File: config.mk
export PLATFORM = sky130hd
export DESIGN_NAME = lin_layer
export DESIGN_NICKNAME = d
export VERILOG_FILES = /design/src/rtl/lin_pkg.sv /design/src/rtl/half_fold.sv /design/src/rtl/ell_mix.sv /design/src/rtl/lin_variant.sv /design/src/rtl/lin_layer.sv
export SDC_FILE = /design/constraint.sdc
export NUM_CORES = 2
export LEC_CHECK = 0
export BUFFER_PORTS_ARGS = -buffer_cell sky130_fd_sc_hd__buf_2
export CAP_MARGIN = 20
export CORE_AREA = 10 10 398 400
export DETAILED_ROUTE_END_ITERATION = 7
export DIE_AREA = 0 0 408 410
export MAX_ROUTING_LAYER = met4
export PLACE_DENSITY = 0.52
export SLEW_MARGIN = 20
export SYNTH_ARGS = -nofsm -noshare
export SYNTH_HDL_FRONTEND = slang
export SYNTH_SLANG_ARGS = --single-unit
File: constraint.sdc
create_clock -name clk_i -period 1.1 [get_ports clk_i]
set_clock_uncertainty 0.1 [all_clocks]
set_input_delay 0.22 -clock clk_i [delete_from_list [all_inputs] [get_ports clk_i]]
set_output_delay 0.22 -clock clk_i [all_outputs]
set_load 0.01 [all_outputs]
File: src/rtl/lin_pkg.sv
package lin_pkg;
  typedef enum logic [1:0] {
    NB_SEL_4   = 2'd0,
    NB_SEL_6   = 2'd1,
    NB_SEL_8   = 2'd2,
    NB_SEL_BYP = 2'd3
  } nb_sel_e;

  localparam int unsigned NUM_VARIANTS = 3;
  localparam int unsigned MIN_BRANCHES = 4;
endpackage

File: src/rtl/half_fold.sv
module half_fold #(
  parameter int unsigned HB = 2,
  parameter int unsigned W  = 32
) (
  input  logic [HB*W-1:0] words_i,
  output logic [W-1:0]    fold_o
);
  always_comb begin
    fold_o = '0;
    for (int k = 0; k < int'(HB); k++) fold_o ^= words_i[k*W +: W];
  end
endmodule

File: src/rtl/ell_mix.sv
module ell_mix #(
  parameter int unsigned W = 32
) (
  input  logic [W-1:0] w_i,
  output logic [W-1:0] w_o
);
  localparam int unsigned H = W / 2;
  // swap halves, then fold new upper into new lower
  assign w_o = {w_i[H-1:0], w_i[W-1:H] ^ w_i[H-1:0]};
endmodule

File: src/rtl/lin_variant.sv
module lin_variant #(
  parameter int unsigned NB   = 4,
  parameter int unsigned MAXB = 8,
  parameter int unsigned W    = 32
) (
  input  logic [2*MAXB*W-1:0] state_i,
  output logic [2*MAXB*W-1:0] state_o
);
  localparam int unsigned HB = NB / 2;
  localparam int unsigned SW = 2 * MAXB * W;

  logic [HB*W-1:0] xs, ys;
  logic [W-1:0]    fx, fy, ex, ey;

  for (genvar j = 0; j < int'(HB); j++) begin : g_gather
    assign xs[j*W +: W] = state_i[(2*j)*W +: W];
    assign ys[j*W +: W] = state_i[(2*j+1)*W +: W];
  end

  half_fold #(.HB(HB), .W(W)) u_fold_x (.words_i(xs), .fold_o(fx));
  half_fold #(.HB(HB), .W(W)) u_fold_y (.words_i(ys), .fold_o(fy));
  ell_mix   #(.W(W))          u_mix_x  (.w_i(fx), .w_o(ex));
  ell_mix   #(.W(W))          u_mix_y  (.w_i(fy), .w_o(ey));

  for (genvar j = 0; j < int'(HB); j++) begin : g_mix
    localparam int unsigned L = (j + 1) % HB;  // wraps to 0 on last branch
    localparam int unsigned R = HB + L;
    // crossed: y fold into x words, x fold into y words
    assign state_o[(2*j)*W +: W]   = state_i[(2*R)*W +: W]   ^ state_i[(2*L)*W +: W]   ^ ey;
    assign state_o[(2*j+1)*W +: W] = state_i[(2*R+1)*W +: W] ^ state_i[(2*L+1)*W +: W] ^ ex;
    assign state_o[(2*(j+HB))*W +: 2*W] = state_i[(2*j)*W +: 2*W];
  end

  if (NB < MAXB) begin : g_upper
    assign state_o[SW-1:2*NB*W] = state_i[SW-1:2*NB*W];
  end
endmodule

File: src/rtl/lin_layer.sv
module lin_layer #(
  parameter int unsigned MAX_BRANCHES = 8,
  parameter int unsigned WORD_W       = 32
) (
  input  logic                                clk_i,
  input  logic                                rst_ni,
  input  logic                                start_i,
  input  logic [1:0]                          nb_sel_i,
  input  logic [2*MAX_BRANCHES*WORD_W-1:0]    state_i,
  output logic [2*MAX_BRANCHES*WORD_W-1:0]    state_o,
  output logic                                done_o
);
  import lin_pkg::*;

  localparam int unsigned SW  = 2 * MAX_BRANCHES * WORD_W;
  localparam int unsigned LO4 = 2 * MIN_BRANCHES * WORD_W;

  logic [SW-1:0] var_res [NUM_VARIANTS];
  logic [SW-1:0] nxt;
  logic [SW-1:0] state_q;
  logic          done_q;

  for (genvar g = 0; g < int'(NUM_VARIANTS); g++) begin : g_var
    lin_variant #(
      .NB  (MIN_BRANCHES + 2*g),
      .MAXB(MAX_BRANCHES),
      .W   (WORD_W)
    ) u_var (
      .state_i(state_i),
      .state_o(var_res[g])
    );
  end

  always_comb begin
    unique case (nb_sel_i)
      NB_SEL_4: nxt = var_res[0];
      NB_SEL_6: nxt = var_res[1];
      NB_SEL_8: nxt = var_res[2];
      default:  nxt = state_i;
    endcase
  end

  always_ff @(posedge clk_i or negedge rst_ni) begin
    if (!rst_ni) begin
      state_q <= '0;
      done_q  <= 1'b0;
    end else begin
      done_q <= start_i;
      if (start_i) state_q <= nxt;
    end
  end

  assign state_o = state_q;
  assign done_o  = done_q;

  AST_DONE_AFTER_START: assert property (@(posedge clk_i) disable iff (!rst_ni)
    start_i |=> done_o);
  AST_NO_SPURIOUS_DONE: assert property (@(posedge clk_i) disable iff (!rst_ni)
    !start_i |=> !done_o);
  AST_HOLD_IDLE: assert property (@(posedge clk_i) disable iff (!rst_ni)
    !start_i |=> $stable(state_o));
  AST_ZERO_MAP: assert property (@(posedge clk_i) disable iff (!rst_ni)
    (start_i && state_i == '0) |=> state_o == '0);
  AST_UPPER_PASS: assert property (@(posedge clk_i) disable iff (!rst_ni)
    (start_i && nb_sel_i == NB_SEL_4) |=> state_o[SW-1:LO4] == $past(state_i[SW-1:LO4]));
  AST_BYPASS_COPY: assert property (@(posedge clk_i) disable iff (!rst_ni)
    (start_i && nb_sel_i == NB_SEL_BYP) |=> state_o == $past(state_i));
endmodule

Word-level counts from Yosys, hierarchy flattened --
Cells that the tools add are included.
Storage, ports and cells: word-level logic and storage cells 54, bits of input ports 517, register bits after elaboration 513, output and inout bits 513
Cells by class: reduce and logical (&&, ||, !) cells 1, equal/unequal tests 2, bitwise gates (word level) 48, muxes and demuxes 1
Operator list (number):
- $pmux 512 s3 | 1
- $xor 32x32->32 | 42
- $xor 16x16->16 | 6
- $eq 2x1->1 const B | 1
- $eq 2x2->1 const B | 1
- $logic_not 2->1 | 1

Longest topological paths before layout --
depth after elaboration 6, mapped depth 8, depth with buffers taken out 6

Hierarchy --
From an unflattened synthesis, not the netlist that was laid out.
Unflattened totals: cell total of the unflattened synthesis 4895, area, all modules 58578.7 um^2
Modules (own cells, without submodules):
- lin_layer | cells each 2847, seq. area each 12837.3 um^2, area an instance 32353.5 um^2, instances 1
- lin_variant (g_var[2].u_var) | cells each 512, seq. area each 0.0 um^2, area an instance 8007.7 um^2, instances 1
- lin_variant (g_var[1].u_var) | cells each 512, seq. area each 0.0 um^2, area an instance 6966.7 um^2, instances 1
- lin_variant (g_var[0].u_var) | cells each 512, seq. area each 0.0 um^2, area an instance 5925.7 um^2, instances 1
- half_fold (g_var[2].u_var.u_fold_x ...) | cells each 96, seq. area each 0.0 um^2, area an instance 840.8 um^2, instances 2
- ell_mix | cells each 32, seq. area each 0.0 um^2, area an instance 260.2 um^2, instances 6
- half_fold (g_var[1].u_var.u_fold_x ...) | cells each 32, seq. area each 0.0 um^2, area an instance 760.7 um^2, instances 2
- half_fold (g_var[0].u_var.u_fold_x ...) | cells each 32, seq. area each 0.0 um^2, area an instance 280.3 um^2, instances 2

Worst setup path before layout --
No wires, ideal clock.
path type input -> register, from input port state_i[142], to register state_q[46] (netlist: state_o[46]), data arrival time 2.023 ns, setup slack -1.147 ns, data required time 0.876 ns, cell stages on the path 7, library setup time 0.124 ns, path buffers 1, cells stage by stage buf_2 > xnor3_2 > xor2_2 > xnor3_1 > a22oi_1 > nor2_1 > o31a_1
Between the ends: word-level cells in the longest chain between the ends 5, elaborated cells between the ends (all ways) 7, those cells by class 1 x mux; 6 x bitwise
Ends and longest elaborated chain:
- from (decl) | RTL line lin_layer.sv:9 | input logic [2*MAX_BRANCHES*WORD_W-1:0] state_i,
- $xor 32x32->32 * | RTL line half_fold.sv:10 | for (int k = 0; k < int'(HB); k++) fold_o ^= words_i[k*W +: W];
- $xor 32x32->32 | RTL line half_fold.sv:10
- $xor 16x16->16 | RTL line ell_mix.sv:9 | assign w_o = {w_i[H-1:0], w_i[W-1:H] ^ w_i[H-1:0]};
- $xor 32x32->32 | RTL line lin_variant.sv:30 | assign state_o[(2*j+1)*W +: W] = state_i[(2*R+1)*W +: W] ^ state_i[(2*L+1)*W +: W] ^ ex;
- $pmux 512 s3 * | RTL line lin_layer.sv:35 | unique case (nb_sel_i)
- to (signal assigned) | RTL line lin_layer.sv:49 | if (start_i) state_q <= nxt;
- to (decl) | RTL line lin_layer.sv:20 | logic [SW-1:0] state_q;
Mark *: on every way between the ends. The rest lies on a longest branch, timed or not. A chain may end at the register's enable or synchronous reset.

Final worst setup path --
from register state_q[485] (netlist: state_o[485]), to output port state_o[485]
RTL lines:
- to (decl) | RTL line lin_layer.sv:10 | output logic [2*MAX_BRANCHES*WORD_W-1:0] state_o,
No word-level cell between the ends.

==> metrics <==
status=complete, but fails checks; failing checks=setup timing; pin count of the biggest net entering global routing=49; final setup fails=around 940; setup ws final=-0.537 ns; CTS sink cnt=about 510; mux cell area share after synthesis=under 10%; post-place setup slack=-1.50 ns; WP buf/inv=1; DR iter-0 viols=approximately 4,900; area growth from synthesis to layout=77.6%; total die area=about 0.17 mm^2; vias in the first global route=between 40,000 and 50,000; register area=0.0129 mm^2; nets=7,682; worst skew pair latency=~0.65 ns; CP startpoint kind=flop; Final Hold Fails=0; root buffer cell=clkbuf_16; vias per cell=5.21; fin crit share=149%; slew at the pin closest to its max-slew limit=0.603 ns; max cap viols=0; PwrDens=approximately 1400 mW/mm^2; Post-Synthesis Cells=between 4,000 and 5,000; fin util=49.8%; DR DRC count=0; xor/xnor share of the synthesized area=between 30% and 40%; input/output buffers=between 1,000 and 1,500; hold path startpoint=state_i[65]; post-synthesis sequential area ratio=30.4%; Multi-input gate area=0.0304 mm^2; critical path class=reg -> out; ratio of cells with drive above 1 in the final layout=between 40% and 50%; CTS tree=yes; Synth async-reset ratio=between 90% and 100%; CP Data Arrival Time=approximately 1.3 ns; Net Count, Synth=5,258; vias=between 40,000 and 50,000; clock buffer count from CTS=between 70 and 80; Power Total=about 0.11 W; CP Data Required Time=0.78 ns; main combinational cell family by area after synthesis=XOR/XNOR gates; Synth Flop Type=dfrtp_1; yosys warns=0; drt pass-1 iters=8; Ports=~1,000; synthesized area=0.0423 mm^2; Tmin final=about 1.6 ns; Placed Instance Area=around 0.059 mm^2; syn_area_per_cell=between 8 and 9 um^2; CTS clock-pin slew for the worst setup and hold paths=roughly 0.060 ns; # rows=about 140; HPWL after detailed placement=between 200,000 and 250,000 um; Yosys cell types=56; initial antenna violation count=just under 70; hold crit path type=in -> reg; Die Wd=approximately 410 um; first-pass GRT wire length=around 370,000 um; worst path cell trace=buf_2; Peak Freq=611 MHz; GRT overflow=0; Post-Synth Adder-Cell Area=0%; worst r2r src=state_o[45]$_DFFE_PN0P_; RSZ-0062 raised after global routing=true; post-route antenna net violation count=0; WL/cell=between 20 and 30 um; Synth Area in Compound Gates=16.7%; Slew HR=59.6%; Critical Path Source=state_o[485]$_DFFE_PN0P_; simple-gate share of the synthesized area=9.66%; EDFF count, synth=0; LEAKAGE=approximately 34 nW; Die H=slightly above 400 um; Initial Util=between 20% and 30%; DRT Wirelength=273,000 um; Critical Path Sink Type=primary output; CTS H-tree lvls=3; TNS Setup=-290.68 ns; gpl congestion=between 0.9 and 1; GRT Overall Usage=between 30% and 40%; Finished Cell Area=~0.075 mm^2; largest buffer count on any clock path=3; core area=roughly 0.15 mm^2; VDD IR-drop max=roughly 1.0 mV; number of fill cells=approximately 14,000; CP max FO=2; Crit-path slowest cell=dfrtp_1; CP max stage delay=between 0.4 and 0.5 ns; Largest delay share family, worst path=flip-flops; post-synthesis register bit count=513; Slew Viols, Final=0
-- worst register-to-register path, stage by stage, from the launching register on --
cell      delay (ns)
dfrtp_1         0.39
buf_4           0.14
buf_4           0.12
a221oi_2        0.25
o21ai_1         0.09
-- timing repair --
action | in CTS | in global routing
pin swaps | 45 | 252
hold buffers | 504 | 4
buffers inserted | 176 | 209
endpoints found under the setup margin | 792 | 900
resized for setup | 602 | 563
endpoints found under the hold margin | 922 | 5
gates cloned | 0 | 13
-- layout by cell type, fill, tap and decap left out, drive strengths merged, types with 10 or more instances in the layout --
cell type     netlist  layout
a21o               21      21
a21oi             120     120
a221o              18      18
a222oi             20      20
a22oi              18      18
a31oi             155     155
and3               24      24
buf               151    2377
bufinv              0      12
clkbuf            400     119
clkinv              1      13
dfrtp             513     513
diode               0      62
dlygate4sd3         0     494
dlymetal6s4s        0      12
inv                39      43
mux2               70      70
mux2i              76      76
mux4               22      22
nand2             590     591
nand2b             21      21
nand3              10      10
nor2              382     382
o2111ai            34      34
o211ai             55      55
o21a               34      34
o21ai             199     199
o221ai             66      66
o22ai             136     136
o2bb2ai            21      21
o31ai             129     129
xnor2             891     891
xnor3              75      75
xor2              380     380
xor3               25      25
-- sequential cells by signal, summed over array words and instances, names as in the netlist --
register / count
state_o: 512
done_o: 1
-- power breakdown --
group | switching (W) | total (W) | internal (W)
registers | 0.00281 | 0.0247 | 0.0219
logic | 0.0257 | 0.0540 | 0.0283
clock network | 0.0107 | 0.0276 | 0.0169
total | 0.0392 | 0.106 | 0.0671
-- per-layer routing --
layer | GRT usage (%) | vias to the layer above | routed length (um)
li1 | - | 21062 | -
met4 | 13.2 | 0 | 13700
met5 | - | - | 0
met2 | 46.7 | 2641 | 121000
met3 | 8.08 | 547 | 26400
met1 | 39.2 | 24267 | 112000
-- layout make-up --
type / count / area share [%]
inverters: 40 / 0.255
well taps: 2030 / 3.38
clock inverters: 29 / 0.675
multi-input cells: 3638 / 40.4
clock buffers: 105 / 2.95
diodes: 62 / 0.207
flip-flops and latches: 513 / 17.1
repair buffers: 2897 / 35.0
-- kinds of logic (layout without fill, tap and decap cells) --
kind of cell / count (synthesis) / after routing
AO/OA/AOI/OAI: 1056 / 1056
other: 0 / 62
buffers and inverters: 591 / 3071
XOR/XNOR: 1371 / 1371
AND/OR/NAND/NOR: 1042 / 1043
multiplexers: 168 / 168
flip-flops: 513 / 513
-- cell usage after synthesis (4+ instances only) --
cell         n  area, um^2
a21oi_1    120         601
buf_1       54         203
xor3_1      25         594
and3_1      24         150
o21ai_0    199         996
a22oi_1     18         135
a221o_1     18         180
o2bb2ai_1   21         184
xor2_4       7         193
a211oi_1     8        60.1
a21o_1      21         158
mux2i_1     76         761
mux2_2      70         788
o31ai_1    129         968
a221oi_1     6        52.6
nand2b_1    21         131
a22o_1       5        43.8
mux4_2      22         495
xor2_1     355        3110
xnor3_1     56        1260
xnor2_2     20         325
o22ai_1    136         851
a222oi_1    20         200
nor2b_1      4        25.0
buf_4       11        82.6
clkbuf_1   398        1490
nand2_1    590        2210
o211ai_1    55         413
nor2_1     382        1430
o21a_1      34         255
nand3_1     10        50.1
buf_2       86         430
dfrtp_1    513       12800
xor2_2      18         293
o221ai_1    66         578
a31oi_1    155         970
xnor3_2     19         452
o2111ai_1   34         298
xnor2_1    870        7620
inv_1       38         143
-- metrics by stage --
step           instances  hold slack, ns
6_report            9314          0.0127
5_1_grt             9297          0.0163
4_1_cts             9044         -0.0160
3_5_place_dp        8232         -0.0388
3_3_place_gp        8232         -0.0379
2_1_floorplan       4741          -0.176
-- path summary, 6_finish.rpt --
path                                             to  slack (ns)  cells after the start
min in group asynchronous  state_o[191]$_DFFE_PN0P_        0.11                      3
max in group asynchronous   state_o[61]$_DFFE_PN0P_        0.25                      3
setup reg to reg            state_o[45]$_DFFE_PN0P_       -0.10                      4
setup / recovery                       state_o[485]       -0.54                      1
hold / removal             state_o[257]$_DFFE_PN0P_        0.01                      4
hold reg to reg            state_o[297]$_DFFE_PN0P_        0.38                      2
No activity file was read; power rests on OpenSTA's default activity.
